[src/rtl/spi_duplex_pkg.sv]
package spi_duplex_pkg;
    // control register bit positions
    localparam int C_MASTER = 7;
    localparam int C_RXIE   = 6;
    localparam int C_ERIE   = 5;
    localparam int C_TXIE   = 4;
    localparam int C_RDYINV = 3;
    // status register bit positions
    localparam int S_BERR   = 0;
    localparam int S_OVR    = 1;
    localparam int S_TXE    = 5;
    localparam int S_RXR    = 6;
endpackage

[src/rtl/spi_sync.sv]
module spi_sync #(
    parameter int          W   = 3,
    parameter logic [W-1:0] RST = '0
) (
    input  logic         clk,
    input  logic         rst_n,
    input  logic [W-1:0] d,
    output logic [W-1:0] q
);
    for (genvar i = 0; i < W; i++) begin : g_bit
        logic meta_q, sync_q;
        always_ff @(posedge clk or negedge rst_n) begin
            if (!rst_n) begin
                meta_q <= RST[i];
                sync_q <= RST[i];
            end else begin
                meta_q <= d[i];
                sync_q <= meta_q;
            end
        end
        assign q[i] = sync_q;
    end
endmodule

[src/rtl/spi_tick.sv]
module spi_tick #(
    parameter int DIV_W = 8
) (
    input  logic             clk,
    input  logic             rst_n,
    input  logic             clr,
    input  logic [DIV_W-1:0] div,
    output logic             tick
);
    logic [DIV_W-1:0] cnt_d, cnt_q;

    always_comb begin
        tick  = (cnt_q == div);
        cnt_d = (clr || tick) ? '0 : cnt_q + DIV_W'(1);
    end

    always_ff @(posedge clk or negedge rst_n) begin
        if (!rst_n) cnt_q <= '0;
        else        cnt_q <= cnt_d;
    end
endmodule

[src/rtl/spi_duplex.sv]
module spi_duplex
    import spi_duplex_pkg::*;
#(
    parameter int DATA_W = 8,   // word length limit; field [2:0] assumes 8
    parameter int DIV_W  = 8
) (
    input  logic              clk,
    input  logic              rst_n,
    input  logic [DIV_W-1:0]  sclk_div,
    input  logic              ctrl_wr,
    input  logic [7:0]        ctrl_wdata,
    input  logic              tx_wr,
    input  logic [DATA_W-1:0] tx_wdata,
    input  logic              rx_rd,
    output logic [DATA_W-1:0] rx_rdata,
    input  logic [1:0]        err_clr,
    output logic [7:0]        status,
    output logic              irq_txe,
    output logic              irq_rx,
    input  logic              drdy_i,
    output logic              sck_o,
    input  logic              sck_i,
    output logic              ss_n_o,
    input  logic              ss_n_i,
    output logic              mosi_o,
    input  logic              mosi_i,
    output logic              miso_o,
    input  logic              miso_i
);
    localparam int LEN_W = $clog2(DATA_W);
    localparam int CNT_W = $clog2(DATA_W + 1);

    typedef struct packed {
        logic [7:0]        ctrl;
        logic [DATA_W-1:0] txb;
        logic [DATA_W-1:0] rxb;
        logic [DATA_W-1:0] sr;
        logic [CNT_W-1:0]  cnt;
        logic              txe;
        logic              rxr;
        logic              ovr;
        logic              berr;
        logic              act;
        logic              sck;
        logic              bit_in;
        logic              ss_p;
        logic              sck_p;
    } st_t;

    st_t d, q;
    logic ss_s, sck_s, mosi_s, tick, tick_clr, master;
    logic [CNT_W-1:0]  nbits, cnt_nx;
    logic [DATA_W-1:0] mask, sr_shift;
    logic [LEN_W-1:0]  top_idx;
    logic load, word_done, rx_busy;

    spi_sync #(.W(3), .RST(3'b001)) u_sync (
        .clk(clk), .rst_n(rst_n),
        .d({mosi_i, sck_i, ss_n_i}),
        .q({mosi_s, sck_s, ss_s})
    );

    spi_tick #(.DIV_W(DIV_W)) u_tick (
        .clk(clk), .rst_n(rst_n), .clr(tick_clr), .div(sclk_div), .tick(tick)
    );

    always_comb begin
        d         = q;
        load      = 1'b0;
        word_done = 1'b0;
        tick_clr  = 1'b0;
        master    = q.ctrl[C_MASTER];
        top_idx   = q.ctrl[LEN_W-1:0];
        nbits     = CNT_W'(top_idx) + CNT_W'(1);
        cnt_nx    = q.cnt + CNT_W'(1);
        mask      = (DATA_W'(1) << nbits) - DATA_W'(1);
        sr_shift  = {q.sr[DATA_W-2:0], q.bit_in};
        rx_busy   = q.rxr & ~rx_rd;

        if (ctrl_wr)    d.ctrl = ctrl_wdata;
        if (err_clr[0]) d.berr = 1'b0;
        if (err_clr[1]) d.ovr  = 1'b0;
        if (rx_rd)      d.rxr  = 1'b0;
        d.ss_p  = ss_s;
        d.sck_p = sck_s;

        if (master) begin
            if (!q.act) begin
                if (!q.txe && (drdy_i ^ q.ctrl[C_RDYINV])) begin
                    d.act    = 1'b1;
                    d.sck    = 1'b0;
                    d.cnt    = '0;
                    load     = 1'b1;
                    tick_clr = 1'b1;
                end
            end else if (tick) begin
                if (!q.sck) begin
                    d.sck    = 1'b1;
                    d.bit_in = miso_i;
                end else begin
                    d.sck = 1'b0;
                    d.sr  = sr_shift;
                    d.cnt = cnt_nx;
                    if (cnt_nx == nbits) begin
                        word_done = 1'b1;
                        d.cnt     = '0;
                        if (!q.txe) load = 1'b1;
                        else        d.act = 1'b0;
                    end
                end
            end
        end else begin
            d.sck = 1'b0;
            if (q.ss_p && !ss_s) begin
                d.act = 1'b1;
                d.cnt = '0;
                if (!q.txe) load = 1'b1;
            end else if (q.act) begin
                if (!q.ss_p && ss_s) begin
                    d.act = 1'b0;
                    if (q.cnt != '0) d.berr = 1'b1;
                end else if (!q.sck_p && sck_s) begin
                    d.bit_in = mosi_s;
                end else if (q.sck_p && !sck_s) begin
                    d.sr  = sr_shift;
                    d.cnt = cnt_nx;
                    if (cnt_nx == nbits) begin
                        word_done = 1'b1;
                        d.cnt     = '0;
                        if (!q.txe) load = 1'b1;
                    end
                end
            end
        end

        if (load) begin
            d.sr  = q.txb;
            d.txe = 1'b1;
        end
        if (word_done) begin
            if (rx_busy) d.ovr = 1'b1;
            if (master || !rx_busy) begin
                d.rxb = sr_shift & mask;
                d.rxr = 1'b1;
            end
        end
        if (tx_wr) begin
            d.txb = tx_wdata;
            d.txe = 1'b0;
        end
    end

    always_ff @(posedge clk or negedge rst_n) begin
        if (!rst_n) begin
            q      <= '0;
            q.txe  <= 1'b1;
            q.ss_p <= 1'b1;
        end else begin
            q <= d;
        end
    end

    assign rx_rdata = q.rxb;
    assign status   = {1'b0, q.rxr, q.txe, 3'b000, q.ovr, q.berr};
    assign irq_txe  = q.txe & q.ctrl[C_TXIE];
    assign irq_rx   = (q.rxr & q.ctrl[C_RXIE]) | ((q.ovr | q.berr) & q.ctrl[C_ERIE]);
    assign sck_o    = master & q.sck;
    assign ss_n_o   = ~(master & q.act);
    assign mosi_o   = master & q.sr[top_idx];
    assign miso_o   = ~master & q.sr[top_idx];
endmodule

[config.mk]
export PLATFORM = sky130hd
export DESIGN_NAME = spi_duplex
export DESIGN_NICKNAME = d
export VERILOG_FILES = /design/src/rtl/spi_duplex_pkg.sv /design/src/rtl/spi_sync.sv /design/src/rtl/spi_tick.sv /design/src/rtl/spi_duplex.sv
export SDC_FILE = /design/constraint.sdc
export NUM_CORES = 1
export LEC_CHECK = 0
export BUFFER_PORTS_ARGS = -buffer_cell sky130_fd_sc_hd__buf_2
export CAP_MARGIN = 10
export CORE_MARGIN = 5
export CORE_UTILIZATION = 55
export DETAILED_ROUTE_END_ITERATION = 16
export PLACE_DENSITY = 0.78
export SLEW_MARGIN = 20
export SYNTH_ARGS = -nofsm -noshare
export SYNTH_HDL_FRONTEND = slang
export SYNTH_HIERARCHICAL = 1
export SYNTH_SLANG_ARGS = --single-unit
[constraint.sdc]
create_clock -name clk -period 4.9 [get_ports clk]
set_clock_uncertainty 0.2 [all_clocks]
set_input_delay 1.225 -clock clk [delete_from_list [all_inputs] [get_ports clk]]
set_output_delay 1.225 -clock clk [all_outputs]
set_load 0.02 [all_outputs]
# Yosys cells after proc, flatten, opt, wreduce, memory -nomap -nowiden
# Index checks and enable logic that the tools add are counted.
# totals
register_bits	59
romBits	0
latch_bits	0
in_bits	36
n_memories	0
mem_bits_rw	0
wordCells	154
# op_classes
bitwise	15
n_lt_le_gt_ge	1
n_shift	1
multipliers	0
eq_ne	18
add_sub_neg	4
n_reduce_logical	26
muxes	68
div	0
# op_table
cell	n
$mux 12	7
$mux 1	45
$mux 8	4
$ne 3x3->1 const B	6
$mux 4	4
$reduce_and 7->1	2
$ne 3x2->1 const B	4
$reduce_bool 3->1	4
$mux 2	5
$add 8x1->8 const B	1
$and 1x1->1	8
$and 8x8->8	1
$eq 8x8->1	1
$ne 2x2->1 const B	4
$reduce_and 8->1	1
$shl 1x4->8 const A	1
$sub 8x2->8 const B	1
$logic_not 1->1	6
$mux 3	2
$reduce_bool 2->1	3
$logic_and 1x1->1	5
$add 3x1->4 const B	1
$add 4x1->4 const B	1
$eq 4x4->1	1
10 further kinds	15

# Logic depth before layout (Yosys ltp)
# Gate-level depths: netlist of run 1.
# logic_depth
ltp_word	11
ltp_mapped	12
depth_no_buf	11

# Cells and area by module
# The synthesis of run 1 kept the hierarchy.
# by_module_without_submodules
module	seq_area_each_um2	area_per_inst_um2	cells_each	n_inst
spi_duplex	1128.6	2717.6	281	1
spi_tick	200.2	521.8	46	1
spi_sync	152.6	175.2	9	1

# Worst setup path after synthesis of run 1
# Ideal clock, no wire load.
# synth_timing
path_kind	input-to-reg
startpoint	input sclk_div[7]
endpoint	register q, in the netlist rx_rdata[3]
t_arrival_ps	3452
cell_stages	11
setup_ps	83
required_ps	4617
path_buffers	1
setup_slack_ps	1166
cell_sequence	xor2_1 nor4_4 and2_1 nand2_1 nor2_1 o21ai_0 or3_1 nor2_1 clkbuf_1 nand3_1 o21ai_0
# synth_via
elab_chain_cells	5
# synth_rtl
element	line	source
start: declaration	spi_duplex.sv:9	input logic [DIV_W-1:0] sclk_div,
$eq 8x8->1	spi_tick.sv:13	tick = (cnt_q == div);
named net tick	spi_duplex.sv:51	logic ss_s, sck_s, mosi_s, tick, tick_clr, master;
$mux 1	spi_duplex.sv:96	end else if (tick) begin
$mux 1	spi_duplex.sv:88	if (!q.act) begin
$mux 1	spi_duplex.sv:87	if (master) begin
$reduce_and 2->1 (no line)	n/a	
end: declaration	spi_duplex.sv:50	st_t d, q;
# The timed path passes the listed nets, and every way through them passes these cells.
# A chain may end at the register's enable or synchronous reset.

# Final worst setup path of run 1
# layout_timing
startpoint	input sclk_div[3]
endpoint	register q, in the netlist rx_rdata[7]
# The elaborated chain is that of the path after synthesis.

==> results of run 1 <==
[worst reg2reg max path: stages (launching register included)]
cell and delay (ns):
dfrtp_1 0.46, xor2_2 0.19, nor4_4 0.55, and2_1 0.32
nand2_1 0.10, nor2_1 0.08, o21ai_0 0.13, or3_1 0.46
nor2_1 0.12, buf_4 0.19, o311ai_0 0.15, o21ai_0 0.10
[sequential cells by signal (all words and copies together), names as in the netlist]
name and count:
q 32, rx_rdata 8, u_tick/cnt_q 8, status 4, u_sync/g_bit.meta_q 3, u_sync/g_bit.sync_q 3, master 1
[layer usage]
| metal | up-vias | part of all wire (%) | GRT usage, % |
|---|---|---|---|
| li1 | 1241 | - | - |
| met1 | 1196 | 45 | 26.3 |
| met2 | 77 | 46 | 29.2 |
| met3 | 13 | 6.0 | 3.72 |
| met4 | 0 | 2.5 | 11.4 |
| met5 | - | 0 | 0 |
[synth_stat cells (2+ instances only)]
cell       n
clkbuf_1   7
a221oi_1   2
and3_1     4
dfstp_2    4
mux2_2    13
xnor2_1   12
buf_4     20
o211ai_1   2
o221a_2    8
nor2_1    19
nand2_1   25
nand3_1   12
a211oi_1   5
inv_1     19
a21o_1     3
nor3_1     2
nand4_1    3
nand3b_1   5
maj3_1     2
nand2b_1  10
nor4_4     2
and2_1     4
a21oi_1    6
ha_1       9
dfrtp_1   55
nor2b_1    4
o21ai_0   26
or3_1      4
a31oi_1    2
o22ai_1    9
a22o_1     2
mux4_2     2
buf_6      2
xor2_1    11
[area by class of cell]
cell class / count / share of cell area, %
Multi-Input combinational cell: 231 / 44.0
Sequential cell: 59 / 39.0
Timing Repair Buffer: 55 / 7.39
Clock buffer: 14 / 4.29
Tap cell: 75 / 2.47
Inverter: 19 / 1.88
Clock inverter: 2 / 0.923
[power groups by stage]
stage | Combinational, W | Clock [W] | Sequential (W)
final | 0.000483 | 0.000447 | 0.000752
after global routing | 0.000538 | 0.000475 | 0.000770
after CTS | 0.000488 | 0.000456 | 0.000748
after detailed placement | 0.000484 | 0 | 0.000756
after global placement | 0.000471 | 0 | 0.000749
after floorplan | 0.000445 | 0 | 0.000698
[worst min-delay path by stage]
| stage | end | slack (ns) |
|---|---|---|
| 2_1_floorplan | u_sync/g_bit[1].sync_q$_DFF_PN0_ | 0.13 |
| 3_3_place_gp | u_sync/g_bit[2].sync_q$_DFF_PN0_ | 0.13 |
| 3_5_place_dp | u_sync/g_bit[2].sync_q$_DFF_PN0_ | 0.14 |
| 4_1_cts | u_sync/g_bit[1].sync_q$_DFF_PN0_ | 0.15 |
| 5_1_grt | u_sync/g_bit[1].sync_q$_DFF_PN0_ | 0.16 |
| 6_report | u_sync/g_bit[1].sync_q$_DFF_PN0_ | 0.15 |
[layout by cell type, fill, tap and decap left out, types with 3 or more instances in the layout]
cell      count
and2_1        4
a21o_1        3
dfrtp_1      55
o221a_2       8
o22ai_1       9
nand2_1      25
nor2_1       19
buf_2        53
nand4_1       3
xor2_1       11
inv_1        19
nand2b_1     10
conb_1        4
clkbuf_1      3
xnor2_1      12
dfstp_2       4
a211oi_1      5
nor2b_1       4
clkbuf_8     11
nand3b_1      5
nand3_1      12
ha_1          9
a21oi_1       6
or3_1         4
o21ai_0      26
and3_1        4
mux2_2       13
[logic make-up (layout without fill, tap and decap cells)]
logic type | after synthesis | count (layout) | share of synthesized area (%)
fa+ha+maj | 11 | 11 | 3.88
buf+inv | 49 | 90 | 8.02
simple gates | 99 | 99 | 15.7
compound gates | 76 | 76 | 15.8
xor+xnor | 25 | 25 | 7.18
other cells | 1 | 4 | 0.110
mux | 16 | 16 | 5.90
flops | 59 | 59 | 43.4
[per-stage QoR]
stage                     setup WS (ns)  util, %  total power [W]
after detailed placement          0.915     60.0          0.00124
final                              1.23     63.3          0.00168
after global routing               1.05     63.3          0.00178
after floorplan                    1.17        -          0.00114
after CTS                          1.26     63.3          0.00169
after global placement            0.996     60.0          0.00122
==> metrics.csv, run 1 <==
metric,value,unit
status,"complete, no violations",
dpl cell area,3600,um2
Congestion Overflow GR,0,
Post-CTS Setup Repair Bufs,0,
wire length per cell,15.4,um
"Cell Area, Synth",3410,um2
cell count after synthesis,336,
distinct cell type count after synthesis,55,
actual slew at the worst max-slew pin,0.942,ns
die width,88.8,um
max-cap viol count,0,
Crit Reg-Reg Startpoint,u_tick/cnt_q[3]$_DFF_PN0_,
P_int,0.00109,W
DRT iter0 DRCs,145,
crit path capture type,flop,
Yosys reg bits,59,
Total Routing Usage GR,19.5,%
Fin. Hold Viols,0,
start point of the critical path,sclk_div[3],
relative slew slack,36.7,%
# H-tree levels,3,
core area,5990,um2
vias in the first global route,2493,
nets,420,
RD Place Congestion,0.911,
predominant post-synthesis flop cell,dfrtp_1,
hold path startpoint,u_sync/g_bit[1].meta_q$_DFF_PN0_,
Worst EP required,4.96,ns
switching share of total power,35.1,%
FF-to-FF setup slack,1.76,ns
Clock transition at path regs,0.07,ns
area of the multi-input gates,1670,um2
largest net degree at the start of global routing,40,
worst reg2reg path depth,11,
CP Class,input pin to flop,
final non-filler cell total,455,
# DRC,0,
Yosys warning total,6,
drt first pass iters,4,
top cell type's share of synthesized area,40.3,%
crit path to,rx_rdata[7]$_DFFE_PN0P_,
Post-DP HPWL,5130,um
vias per cell,5.55,
CTS Buf Count,9,
Post-synth ARST share,100,%
vias,2527,
RSZ-0062 raised after global routing,false,
Syn-to-layout area delta,11.1,%
register share of total power,44.7,%
final wirelength,6990,um
Buf/Inv on CP,2,
Comb power frac,28.7,%
Worst-Skew Late Latency,0.34,ns
share of cells above drive strength 1,27.4,%
# diodes,0,
"top cells by area, synth","dfrtp_1 40%, buf_4 4.4%, mux2_2 4.3%, o21ai_0 3.8%, ha_1 3.3%",
CP cell instances,"buf_2, xor2_2, nor4_4, and2_1, nand2_1, nor2_1, o21ai_0, or3_1, nor2_1, buf_4, o311ai_0, o21ai_0",
flip-flop and latch area,1480,um2
num rows,28,
PwrDens,443,nW/um2
Min Hold Slack,0.153,ns
max frequency,0.273,GHz
min cycle time layout,3.67,ns
crit share post-route,74.9,%
Starting Density,57.0,%
Setup TNS Final,0,ns
"Slowest-stage cell, CP",nor4_4,
Syn Area/Cell,10.2,um2
CTS tree,yes,
Detail Route Antenna Nets,0,
Crit path max-delay family,simple AND/OR/NAND/NOR gates,
IO buf count,53,
post-synth top area cell,dfrtp_1,
Critical Path Stages,12,
Layout fillers,489,
Reg2Reg Capture Point,rx_rdata[7]$_DFFE_PN0P_,
clock share of power,26.6,%
first-pass GRT wire length,11700,um
die height,88.8,um
"Seq/Total Area, Yosys",43.4,%
CTS Hold Bufs,0,
# clock sinks,59,
cell area after layout,3790,um2
"slowest stage delay, CP",0.55,ns
CP arrival,3.72,ns
WHS Path Cells,0,
worst hold path type,flop to flop,
IO Pins,58,
final setup fails,0,
Pleak,1.68,nW
Max rail drop VDD,325,uV
Die Area,7880,um2
CTS root buf,clkbuf_8,
fin. max-slew vios,0,
post-CTS sizing,0,
CP max FO,16,
Net Sw Power,0.000590,W
worst-case clock buffer depth,2,
Post-synth EDFFs,0,
initial antenna violation count,0,
Setup crit start kind,input pin,
dpl cells,439,
No activity file was read; power rests on OpenSTA's default activity.
==> run 2, diff against run 1 <==
- ABC_AREA: unset -> 1
- CORE_UTILIZATION: 55 -> 51
- PLACE_DENSITY: 0.78 -> 0.76
- clock period: 4.9 -> 3 ns (I/O delays scaled with it)
==> run 2 against run 1 <==
Final area up 3.3%. Power up 62%. First-iteration DRC count up 11%. Setup slack worse by 0.96 ns. Utilization down 5.0 points. Global-route usage fell by 1.2 points. Cell count rose by 23%. Synthesized area grew 2.4%. Sequential power grew 53%. Clock power rose by 74%.
==> metrics.csv, run 2 <==
metric,value,unit
distinct cell type count after synthesis,36,
dpl cells,542,
# clock sinks,59,
final wirelength,7100,um
final non-filler cell total,558,
Die Area,8610,um2
cell count after synthesis,429,
CTS root buf,clkbuf_8,
Total Routing Usage GR,18.3,%
DRT iter0 DRCs,161,
Post-synth ARST share,100,%
vias per cell,5.17,
Setup TNS Final,0,ns
"top cells by area, synth","dfrtp_1 39%, nand2_1 13%, inv_1 5.0%, nand3_1 4.7%, buf_4 4.3%",
Syn Area/Cell,8.15,um2
first-pass GRT wire length,12700,um
nets,518,
Fin. Hold Viols,0,
P_int,0.00175,W
PwrDens,696,nW/um2
Comb power frac,29.2,%
Worst EP required,2.05,ns
Largest register FFs,32,
die width,92.8,um
post-CTS sizing,0,
"Most flops, register",q,
share of cells above drive strength 1,23.8,%
fin util,58.3,%
final setup fails,0,
most frequent cells in the layout,"121 x nand2_1, 55 x dfrtp_1, 53 x buf_2, 47 x inv_1, 33 x nand3_1",
post-place setup slack,0.233,ns
initial antenna violation count,0,
vias in the first global route,2877,
# DRC,0,
# diodes,0,
crit path capture type,primary output,
FF-to-FF setup slack,0.58,ns
relative slew slack,57.2,%
Post-synth EDFFs,0,
crit path to,miso_o,
RD Place Congestion,0.894,
Crit Reg-Reg Startpoint,q[37]$_DFFE_PN0P_,
register share of total power,42.3,%
CTS Buf Count,9,
PnR worst setup slack,0.275,ns
Post-CTS Setup Repair Bufs,0,
min cycle time layout,2.72,ns
post-synth top area cell,dfrtp_1,
Net Sw Power,0.000977,W
"Seq/Total Area, Yosys",42.4,%
largest net degree at the start of global routing,33,
Starting Density,52.0,%
crit share post-route,90.8,%
Clock transition at path regs,0.07,ns
"commonest non-fill, non-tap cell in the layout",nand2_1,
wire length per cell,12.7,um
Post-DP HPWL,5490,um
CP Class,flop to primary output,
vias,2887,
status,"complete, no violations",
Pleak,2.01,nW
clock share of power,28.5,%
CP max FO,9,
Detail Route Antenna Nets,0,
fin. max-slew vios,0,
start point of the critical path,q[37]$_DFFE_PN0P_,
switching share of total power,35.8,%
worst hold path type,flop to flop,
CP arrival,1.77,ns
Commonest cells post-synth,"121 x nand2_1, 55 x dfrtp_1, 47 x inv_1, 33 x nand3_1, 25 x nor2_1",
most common cell in the netlist,nand2_1,
drt first pass iters,4,
Congestion Overflow GR,0,
num rows,30,
CTS tree,yes,
top cell type's share of synthesized area,39.4,%
IO buf count,53,
RSZ-0062 raised after global routing,false,
"Cell Area, Synth",3500,um2
Worst-Skew Late Latency,0.33,ns
worst reg2reg path depth,15,
core area,6720,um2
Syn-to-layout area delta,12.1,%
Yosys warning total,6,
Reg2Reg Capture Point,q[13]$_DFFE_PN0P_,
max-cap viol count,0,
predominant post-synthesis flop cell,dfrtp_1,
Max rail drop VDD,398,uV
Yosys reg bits,59,
worst-case clock buffer depth,2,
# H-tree levels,3,
die height,92.8,um
CTS Hold Bufs,0,
IO Pins,58,
Setup crit start kind,flop,
actual slew at the worst max-slew pin,0.642,ns
max frequency,0.367,GHz
-- run 2: cell types whose count changed in the layout (fill, tap and decap cells not counted), sizes merged, moves of 9 or more --
cell | previous run | this run
xor2 | 13 | 3
nor2 | 19 | 28
nand3 | 13 | 36
nand2b | 10 | 0
nand2 | 25 | 135
inv | 19 | 52
-- run 2: kinds of logic after synthesis --
kind of cell,Yosys count,share of synthesized area (%)
AOI/OAI and AO/OA,50,8.66
xor gates and xnor gates,9,2.25
and+or+nand+nor,211,28.4
adders and majority gates,9,3.22
muxes,11,3.54
DFF,59,42.4
buffers and inverters,79,11.4
other,1,0.107
-- run 2: critical path, stage by stage (launching register included) --
cell and delay, ns:
dfrtp_1 0.51, inv_2 0.14, a21oi_1 0.15, o21ai_0 0.10, o211ai_1 0.08, o21ai_0 0.13, nor2_1 0.15, buf_2 0.19
-- run 2: power by group through the flow --
stage | Clock, W | Sequential, W | Combinational, W
6_report | 0.000777 | 0.00115 | 0.000796
5_1_grt | 0.000841 | 0.00118 | 0.000922
4_1_cts | 0.000798 | 0.00115 | 0.000803
3_5_place_dp | 0 | 0.00116 | 0.000800
3_3_place_gp | 0 | 0.00116 | 0.000773
2_1_floorplan | 0 | 0.00111 | 0.000678
-- run 2: worst min path at each step --
| stage | cells past startpoint | endpoint | slack, ns | start |
|---|---|---|---|---|
| 2_1_floorplan | 0 | u_sync/g_bit[1].sync_q$_DFF_PN0_ | 0.13 | u_sync/g_bit[1].meta_q$_DFF_PN0_ |
| 3_3_place_gp | 0 | u_sync/g_bit[2].sync_q$_DFF_PN0_ | 0.13 | u_sync/g_bit[2].meta_q$_DFF_PN0_ |
| 3_5_place_dp | 0 | u_sync/g_bit[2].sync_q$_DFF_PN0_ | 0.14 | u_sync/g_bit[2].meta_q$_DFF_PN0_ |
| 4_1_cts | 0 | u_sync/g_bit[2].sync_q$_DFF_PN0_ | 0.15 | u_sync/g_bit[2].meta_q$_DFF_PN0_ |
| 5_1_grt | 0 | u_sync/g_bit[0].sync_q$_DFF_PN1_ | 0.16 | u_sync/g_bit[0].meta_q$_DFF_PN1_ |
| 6_report | 0 | u_sync/g_bit[2].sync_q$_DFF_PN0_ | 0.15 | u_sync/g_bit[2].meta_q$_DFF_PN0_ |
-- run 2: through the flow --
step | instance area, um2 | power [W] | hold WS [ns]
2_1_floorplan | 3510 | 0.00178 | 0.131
3_3_place_gp | 3710 | 0.00194 | 0.132
3_5_place_dp | 3710 | 0.00197 | 0.137
4_1_cts | 3920 | 0.00275 | 0.148
5_1_grt | 3920 | 0.00295 | 0.159
6_report | 3920 | 0.00273 | 0.146
-- run 2: cell type report --
cell class / instances / area, um2
multi-input cells: 294 / 1630
flip-flops and latches: 59 / 1480
inverters: 54 / 208
well taps: 80 / 100
clock buffers: 11 / 131
repair buffers: 55 / 293
clock inverters: 5 / 77.6
fillers: 611 / 2800
-- run 2: per-layer routing --
layer,global-route usage [%],wire length [um]
met4,7.57,121
met1,23.1,3240
met5,0,0
met3,5.20,386
met2,29.4,3350
